## src/rtl/pfg_pkg.sv

```systemverilog
package pfg_pkg;
   typedef enum logic [1:0] {
      PFG_RUN  = 2'd0,
      PFG_HOLD = 2'd1,
      PFG_WAIT = 2'd2
   } pfg_state_e;
endpackage

```

## src/rtl/pfg_foldback.sv

```systemverilog
module pfg_foldback #(
   parameter int VW          = 8,
   parameter int IW          = 8,
   parameter int FULL_MV     = 212,
   parameter int FOLD_DIV    = 3,
   parameter int KNEE_CODE   = 72,
   parameter int FLOOR_CODE  = 8,
   parameter bit FOLDBACK_EN = 1'b1
) (
   input  logic          clk,
   input  logic          rst_n,
   input  logic [VW-1:0] vout_code,
   output logic [IW-1:0] ilim_code
);
   localparam int LOW_MV  = FULL_MV / FOLD_DIV;
   localparam int SPAN_MV = FULL_MV - LOW_MV;
   localparam int RANGE   = KNEE_CODE - FLOOR_CODE;

   logic [IW-1:0] thr_d;

   generate
      if (FOLDBACK_EN) begin : g_fold
         always_comb begin
            int unsigned v;
            int unsigned t;
            v = 32'(vout_code);
            if (v >= 32'(KNEE_CODE)) begin
               t = 32'(FULL_MV);
            end else if (v <= 32'(FLOOR_CODE)) begin
               t = 32'(LOW_MV);
            end else begin
               t = 32'(LOW_MV) + (32'(SPAN_MV) * (v - 32'(FLOOR_CODE))) / 32'(RANGE);
            end
            thr_d = IW'(t);
         end
      end else begin : g_flat
         assign thr_d = IW'(FULL_MV);
      end
   endgenerate

   always_ff @(posedge clk or negedge rst_n) begin
      if (!rst_n) ilim_code <= IW'(LOW_MV);
      else        ilim_code <= thr_d;
   end
endmodule

```

## src/rtl/pfg_oc_timer.sv

```systemverilog
module pfg_oc_timer #(
   parameter int OC_TICKS = 60,
   localparam int CW      = $clog2(OC_TICKS + 1)
) (
   input  logic          clk,
   input  logic          rst_n,
   input  logic          tick_ms,
   input  logic          run,
   input  logic          over_limit,
   output logic [CW-1:0] oc_cnt,
   output logic          oc_trip
);
   assign oc_trip = run && over_limit && tick_ms && (oc_cnt == CW'(OC_TICKS - 1));

   always_ff @(posedge clk or negedge rst_n) begin
      if (!rst_n) begin
         oc_cnt <= '0;
      end else if (!run || !over_limit || oc_trip) begin
         oc_cnt <= '0;
      end else if (tick_ms) begin
         oc_cnt <= oc_cnt + CW'(1);
      end
   end
endmodule

```

## src/rtl/pfg_en_toggle.sv

```systemverilog
module pfg_en_toggle #(
   parameter int LOW_TICKS = 3,
   localparam int LW       = $clog2(LOW_TICKS + 1)
) (
   input  logic clk,
   input  logic rst_n,
   input  logic tick_ms,
   input  logic enable,
   output logic toggle
);
   logic          en_q;
   logic [LW-1:0] low_cnt;
   logic          armed;

   assign armed  = (low_cnt == LW'(LOW_TICKS));
   assign toggle = enable && !en_q && armed;

   always_ff @(posedge clk or negedge rst_n) begin
      if (!rst_n) begin
         en_q    <= 1'b0;
         low_cnt <= '0;
      end else begin
         en_q <= enable;
         if (enable) begin
            low_cnt <= '0;
         end else if (tick_ms && !armed) begin
            low_cnt <= low_cnt + LW'(1);
         end
      end
   end
endmodule

```

## src/rtl/pfg_recovery.sv

```systemverilog
module pfg_recovery
   import pfg_pkg::*;
#(
   parameter int RETRY_TICKS = 1920,
   localparam int WW         = $clog2(RETRY_TICKS + 1)
) (
   input  logic       clk,
   input  logic       rst_n,
   input  logic       tick_ms,
   input  logic       oc_trip,
   input  logic       temp_hot,
   input  logic       temp_cool,
   input  logic       latch_mode,
   input  logic       toggle,
   input  logic       det_skip,
   input  logic       power_go,
   output pfg_state_e state,
   output logic       ot_active,
   output logic       fault,
   output logic       restart_req,
   output logic       restart_direct
);
   logic [WW-1:0] wait_cnt;
   logic          release_ok;
   logic          wait_done;

   assign release_ok = !ot_active && (!latch_mode || toggle);
   assign wait_done  = tick_ms && (wait_cnt == WW'(RETRY_TICKS - 1));

   always_ff @(posedge clk or negedge rst_n) begin
      if (!rst_n) begin
         ot_active <= 1'b0;
      end else if (temp_hot) begin
         ot_active <= 1'b1;
      end else if (temp_cool) begin
         ot_active <= 1'b0;
      end
   end

   always_ff @(posedge clk or negedge rst_n) begin
      if (!rst_n) begin
         state          <= PFG_RUN;
         wait_cnt       <= '0;
         fault          <= 1'b0;
         restart_req    <= 1'b0;
         restart_direct <= 1'b0;
      end else begin
         restart_req    <= 1'b0;
         restart_direct <= 1'b0;
         unique case (state)
            PFG_RUN: begin
               if (temp_hot || oc_trip) begin
                  state <= PFG_HOLD;
                  fault <= 1'b1;
               end else if (power_go) begin
                  fault <= 1'b0;
               end
            end
            PFG_HOLD: begin
               wait_cnt <= '0;
               if (!temp_hot && release_ok) state <= PFG_WAIT;
            end
            PFG_WAIT: begin
               if (temp_hot) begin
                  state    <= PFG_HOLD;
                  wait_cnt <= '0;
               end else if (wait_done) begin
                  state          <= PFG_RUN;
                  wait_cnt       <= '0;
                  restart_req    <= 1'b1;
                  restart_direct <= det_skip;
               end else if (tick_ms) begin
                  wait_cnt <= wait_cnt + WW'(1);
               end
            end
            default: state <= PFG_RUN;
         endcase
      end
   end
endmodule

```

## src/rtl/pse_fault_guard.sv

```systemverilog
module pse_fault_guard
   import pfg_pkg::*;
#(
   parameter int VW          = 8,
   parameter int IW          = 8,
   parameter int OC_TICKS    = 60,
   parameter int RETRY_TICKS = 1920,
   parameter int EN_LOW_TICKS = 3,
   parameter int FULL_MV     = 212,
   parameter int FOLD_DIV    = 3,
   parameter int KNEE_CODE   = 72,
   parameter int FLOOR_CODE  = 8,
   parameter bit FOLDBACK_EN = 1'b1,
   localparam int CW         = $clog2(OC_TICKS + 1)
) (
   input  logic          clk,
   input  logic          rst_n,
   input  logic          tick_ms,
   input  logic          over_limit,
   input  logic          temp_hot,
   input  logic          temp_cool,
   input  logic          enable,
   input  logic          latch_mode,
   input  logic          det_skip,
   input  logic          power_go,
   input  logic [VW-1:0] vout_code,
   output logic          sw_off,
   output logic          fault,
   output logic          restart_req,
   output logic          restart_direct,
   output logic [IW-1:0] ilim_code
);
   generate
      if (OC_TICKS < 2)                        begin : g_bad_oc   $error("OC_TICKS too small");   end
      if (RETRY_TICKS < 2)                     begin : g_bad_rt   $error("RETRY_TICKS too small"); end
      if (EN_LOW_TICKS < 1)                    begin : g_bad_en   $error("EN_LOW_TICKS too small"); end
      if (KNEE_CODE <= FLOOR_CODE)             begin : g_bad_knee $error("knee must exceed floor"); end
      if (KNEE_CODE >= (1 << VW))              begin : g_bad_vw   $error("knee outside code range"); end
      if (FULL_MV >= (1 << IW))                begin : g_bad_iw   $error("limit outside code range"); end
      if (FOLD_DIV < 1)                        begin : g_bad_div  $error("FOLD_DIV must be positive"); end
   endgenerate

   pfg_state_e    state;
   logic          ot_active;
   logic          oc_trip;
   logic [CW-1:0] oc_cnt;
   logic          toggle;
   logic          run;

   assign run    = (state == PFG_RUN);
   assign sw_off = !run;

   pfg_foldback #(
      .VW(VW), .IW(IW), .FULL_MV(FULL_MV), .FOLD_DIV(FOLD_DIV),
      .KNEE_CODE(KNEE_CODE), .FLOOR_CODE(FLOOR_CODE), .FOLDBACK_EN(FOLDBACK_EN)
   ) u_fold (
      .clk(clk), .rst_n(rst_n), .vout_code(vout_code), .ilim_code(ilim_code)
   );

   pfg_oc_timer #(.OC_TICKS(OC_TICKS)) u_oc (
      .clk(clk), .rst_n(rst_n), .tick_ms(tick_ms), .run(run),
      .over_limit(over_limit), .oc_cnt(oc_cnt), .oc_trip(oc_trip)
   );

   pfg_en_toggle #(.LOW_TICKS(EN_LOW_TICKS)) u_tog (
      .clk(clk), .rst_n(rst_n), .tick_ms(tick_ms), .enable(enable), .toggle(toggle)
   );

   pfg_recovery #(.RETRY_TICKS(RETRY_TICKS)) u_rec (
      .clk(clk), .rst_n(rst_n), .tick_ms(tick_ms), .oc_trip(oc_trip),
      .temp_hot(temp_hot), .temp_cool(temp_cool), .latch_mode(latch_mode),
      .toggle(toggle), .det_skip(det_skip), .power_go(power_go),
      .state(state), .ot_active(ot_active), .fault(fault),
      .restart_req(restart_req), .restart_direct(restart_direct)
   );
endmodule

```

## config.mk

```make
export PLATFORM = sky130hd
export DESIGN_NAME = pse_fault_guard
export DESIGN_NICKNAME = d
export VERILOG_FILES = /design/src/rtl/pfg_pkg.sv /design/src/rtl/pfg_foldback.sv /design/src/rtl/pfg_oc_timer.sv /design/src/rtl/pfg_en_toggle.sv /design/src/rtl/pfg_recovery.sv /design/src/rtl/pse_fault_guard.sv
export SDC_FILE = /design/constraint.sdc
export NUM_CORES = 1
export LEC_CHECK = 0
export ABC_AREA = 1
export BUFFER_PORTS_ARGS = -buffer_cell sky130_fd_sc_hd__buf_2
export CAP_MARGIN = 20
export CORE_ASPECT_RATIO = 0.9
export CORE_MARGIN = 2
export CORE_UTILIZATION = 49
export DETAILED_ROUTE_END_ITERATION = 12
export MAX_ROUTING_LAYER = met4
export PLACE_DENSITY = 0.68
export SYNTH_ARGS = -nofsm -noshare
export SYNTH_HDL_FRONTEND = slang
export SYNTH_SLANG_ARGS = --single-unit
```

## constraint.sdc

```tcl
create_clock -name clk -period 4.85 [get_ports clk]
set_input_delay 0.485 -clock clk [delete_from_list [all_inputs] [get_ports clk]]
set_output_delay 0.485 -clock clk [all_outputs]
set_load 0.005 [all_outputs]
```

==> flow_summary.yaml <==
timing:
  fmax_mhz: 224
  finalMaxSlewViolations: 0
  timing.setup.tns_ns: 0
  final_hold_viol_count: 0
  timing_worst_slew_pin_value_ns: 0.753
  timing.final.crit_period_ns: 4.46
  setup_viol: 0
  clk_skew_ns: 0.0103
  grt_setup_unrepaired: "false"
  final_critical_path_setup_slack_ns: 0.390
  maxSlewHeadroom_pct: 49.8
  period_share_pct: 92.0
cts:
  tritoncts: "done"
  cts_made_buffers: 5
  clk-insertion-delay-late_ns: 0.29
  clock_tree.buffer_depth: 2
  htree_num_levels: 2
  cts-root-buf: "clkbuf_8"
  worst_setup_hold_path_clk_slew_ns: 0.07
  clock-sinks: 34
  holdBufCountCts: 0
  post_cts.repair.setup_buffers: 0
pwr:
  cellPowerDensity_mw_per_mm2: 439
  power.static_leakage_nw: 1.95
  max-vdd-ir-drop_uv: 274
  fin_total_pwr_mw: 1.55
finish:
  post_route_cells_drive_above_1_share_pct: 15.4
  layout.filler_cells: 598
  syn_to_final_growth_pct: 12.2
  nets: 521
  multiInputGateArea_mm2: 0.00190
  layout.cells.non_filler: 541
  regArea_um2: 855
  antennaDiodeCount: 0
job:
  drv.max_cap_violation_count: 0
route:
  via_to_cell_ratio: 4.83
  avgRoutedWirePerCell_um: 11.2
  drt.antenna.violating_nets: 0
  detailroute.via_count: 2611
  detailedRoute.firstPassIterationCount: 4
  postRouteWirelength_um: 6050
  dr.first_iter.drc_count: 83
  drc: 0
floorplanning:
  coreArea_mm2: 0.00615
  row_count: 27
  floorplan.die_area_mm2: 0.00706
  die-width_um: 88.4
  die_h_um: 79.9
  start_util_pct: 51.1
  design.portCount: 30
hold_path:
  min_path_type: "input pin to async pin"
logic_synthesis:
  synth.yosys.seq_area_share_pct: 27.2
  share_of_flip_flops_with_an_asynchronous_set_or_reset_pct: 100
  synth_top_cells_by_count: "nand2_1 (96), inv_1 (92), ha_1 (39)"
  yosys_warnings: 0
  synth-seq-cells: 34
  synth.lib_cells_used.distinct: 40
  synth_area_leaders: "dfrtp_1 (25%), ha_1 (16%), nand2_1 (11%)"
  most_instantiated_library_cell_after_synthesis: "nand2_1"
  avgSynthCellArea_um2: 7.49
  synth_edf_count: 0
  synthesis.instances: 419
  post_synth_instance_area_mm2: 0.00314
  yosys.area.top_type: "dfrtp_1"
  yosys_most_used_dff: "dfrtp_1"
  synth_fp_nets: 487
  yosysTopAreaCellShare_pct: 24.7
grt:
  grt_pass1_vias: 2649
  antenna_found_initial: 0
  gr-total-overflow: 0
  grt_most_used_layer: "met2"
  gr-usage-all-layers_pct: 19.9
  wire_length_of_the_first_global_routing_pass_um: 11000
  use_met1_pct: 24.3
  grt_max_degree: 35
  grt.met3_usage_pct: 3.10
  grtUsageMet2_pct: 34.5
place:
  cell_count_after_placement: 533
  place.port_buffers: 29
  weighted_congestion_at_the_end_of_routability_driven_global_placement: 0.891
  place_worst_setup_slack_ns: 0.0428
  place_hpwl_um: 5090
setup_path:
  worst-path-max-fanout: 7
  worstSetupEndpointType: "flop"
  critPathKind: "input pin to flop"
  critical_path.startpoint_type: "input pin"
  cp_data_required_time_ns: 5.02
  arrival_ns: 4.63
status:
  status: "completed"
-- worst max-delay path: stages --
cell and delay [ns]:
buf_2 0.13, inv_1 0.21, ha_2 0.30, nand2_1 0.07, nand2_1 0.06, o21a_1 0.21, inv_1 0.07, ha_1 0.29
ha_1 0.30, fa_1 0.53, inv_1 0.05, fa_1 0.50, inv_1 0.05, ha_1 0.36, nand2_1 0.14, inv_1 0.05
a21oi_1 0.17, nand2_1 0.08, nand2_1 0.08, nand3_1 0.08, nor2_2 0.12, nand2_1 0.09, nand2_1 0.07, nand2_1 0.05
nand3_1 0.06, nand2_1 0.05
-- cell type report --
class,count,share of cell area [%]
clock buffers,5,1.95
clock inverters,3,1.95
inverters,98,10.5
multi-input cells,285,54.1
flip-flops and latches,34,24.3
well taps,87,3.09
repair buffers,29,4.12
-- metal layers --
metal	up-vias	share of wire, %
met1	1221	45
met5	-	0
met3	7	2.3
li1	1358	-
met4	0	1.5
met2	25	51
-- flip-flops by register name, summed over array words and instances (netlist names) --
name	cells
u_fold.ilim_code	8
u_oc.oc_cnt	6
u_rec.fault	1
u_rec.ot_active	1
u_rec.restart_direct	1
u_rec.restart_req	1
u_rec.state	2
u_rec.wait_cnt	11
u_tog.en_q	1
u_tog.low_cnt	2
-- power by group --
part / leakage [nW] / switching [mW] / internal, mW
registers: 0.440 / 0.0209 / 0.331
logic: 1.44 / 0.560 / 0.321
clock network: 0.0683 / 0.106 / 0.206
-- cells in the final DEF, fill, tap and decap left out, drive strengths merged --
| cell type | count |
|---|---|
| dfstp | 3 |
| xnor2 | 5 |
| buf | 29 |
| o21bai | 2 |
| or2 | 1 |
| bufinv | 2 |
| and3 | 1 |
| nand3 | 31 |
| nor2 | 35 |
| o31ai | 2 |
| fa | 11 |
| a211oi | 1 |
| nor4 | 1 |
| nand2 | 103 |
| inv | 98 |
| nor3b | 3 |
| xor2 | 5 |
| clkbuf | 5 |
| a21oi | 19 |
| a31oi | 1 |
| dfrtp | 31 |
| o21a | 2 |
| nor3 | 7 |
| clkinv | 1 |
| o21ai | 13 |
| ha | 39 |
| and2 | 1 |
| nand3b | 2 |
-- per-stage QoR --
stage	utilization (%)	cell area (um2)	hold slack, ns
finish	57.3	3520	0.257
CTS	57.2	3520	0.284
global placement	55.0	3380	0.466
global route	57.3	3520	0.320
detailed placement	55.0	3380	0.477
floorplan	-	3140	0.189
-- logic make-up after synthesis --
kind of cell,count (synthesis),synth area share [%]
AOI/OAI and AO/OA,40,7.61
xor gates and xnor gates,10,2.79
adders and majority gates,50,22.6
buffers and inverters,100,12.2
DFF,34,27.2
and+or+nand+nor,185,27.6
-- timing repair --
action,CTS,global route
endpoints found under the setup margin,0,3
gates resized for setup,0,1
hold endpoints to repair,0,0
-- final timing paths --
path	from	endpoint	slack, ns	cells past startpoint
worst max-delay path	vout_code[3]	u_fold.ilim_code[7]	0.39	26
worst min-delay path	rst_n	u_rec.wait_cnt[6]	0.26	1
worst max register to register	u_rec.state[0]	u_rec.wait_cnt[9]	3.02	14
worst min register to register	u_rec.fault	u_rec.fault	0.49	2
max in group asynchronous	rst_n	u_rec.wait_cnt[10]	4.10	1
min in group clk	enable	u_tog.en_q	0.34	1
(Power assumes the default switching activity.)
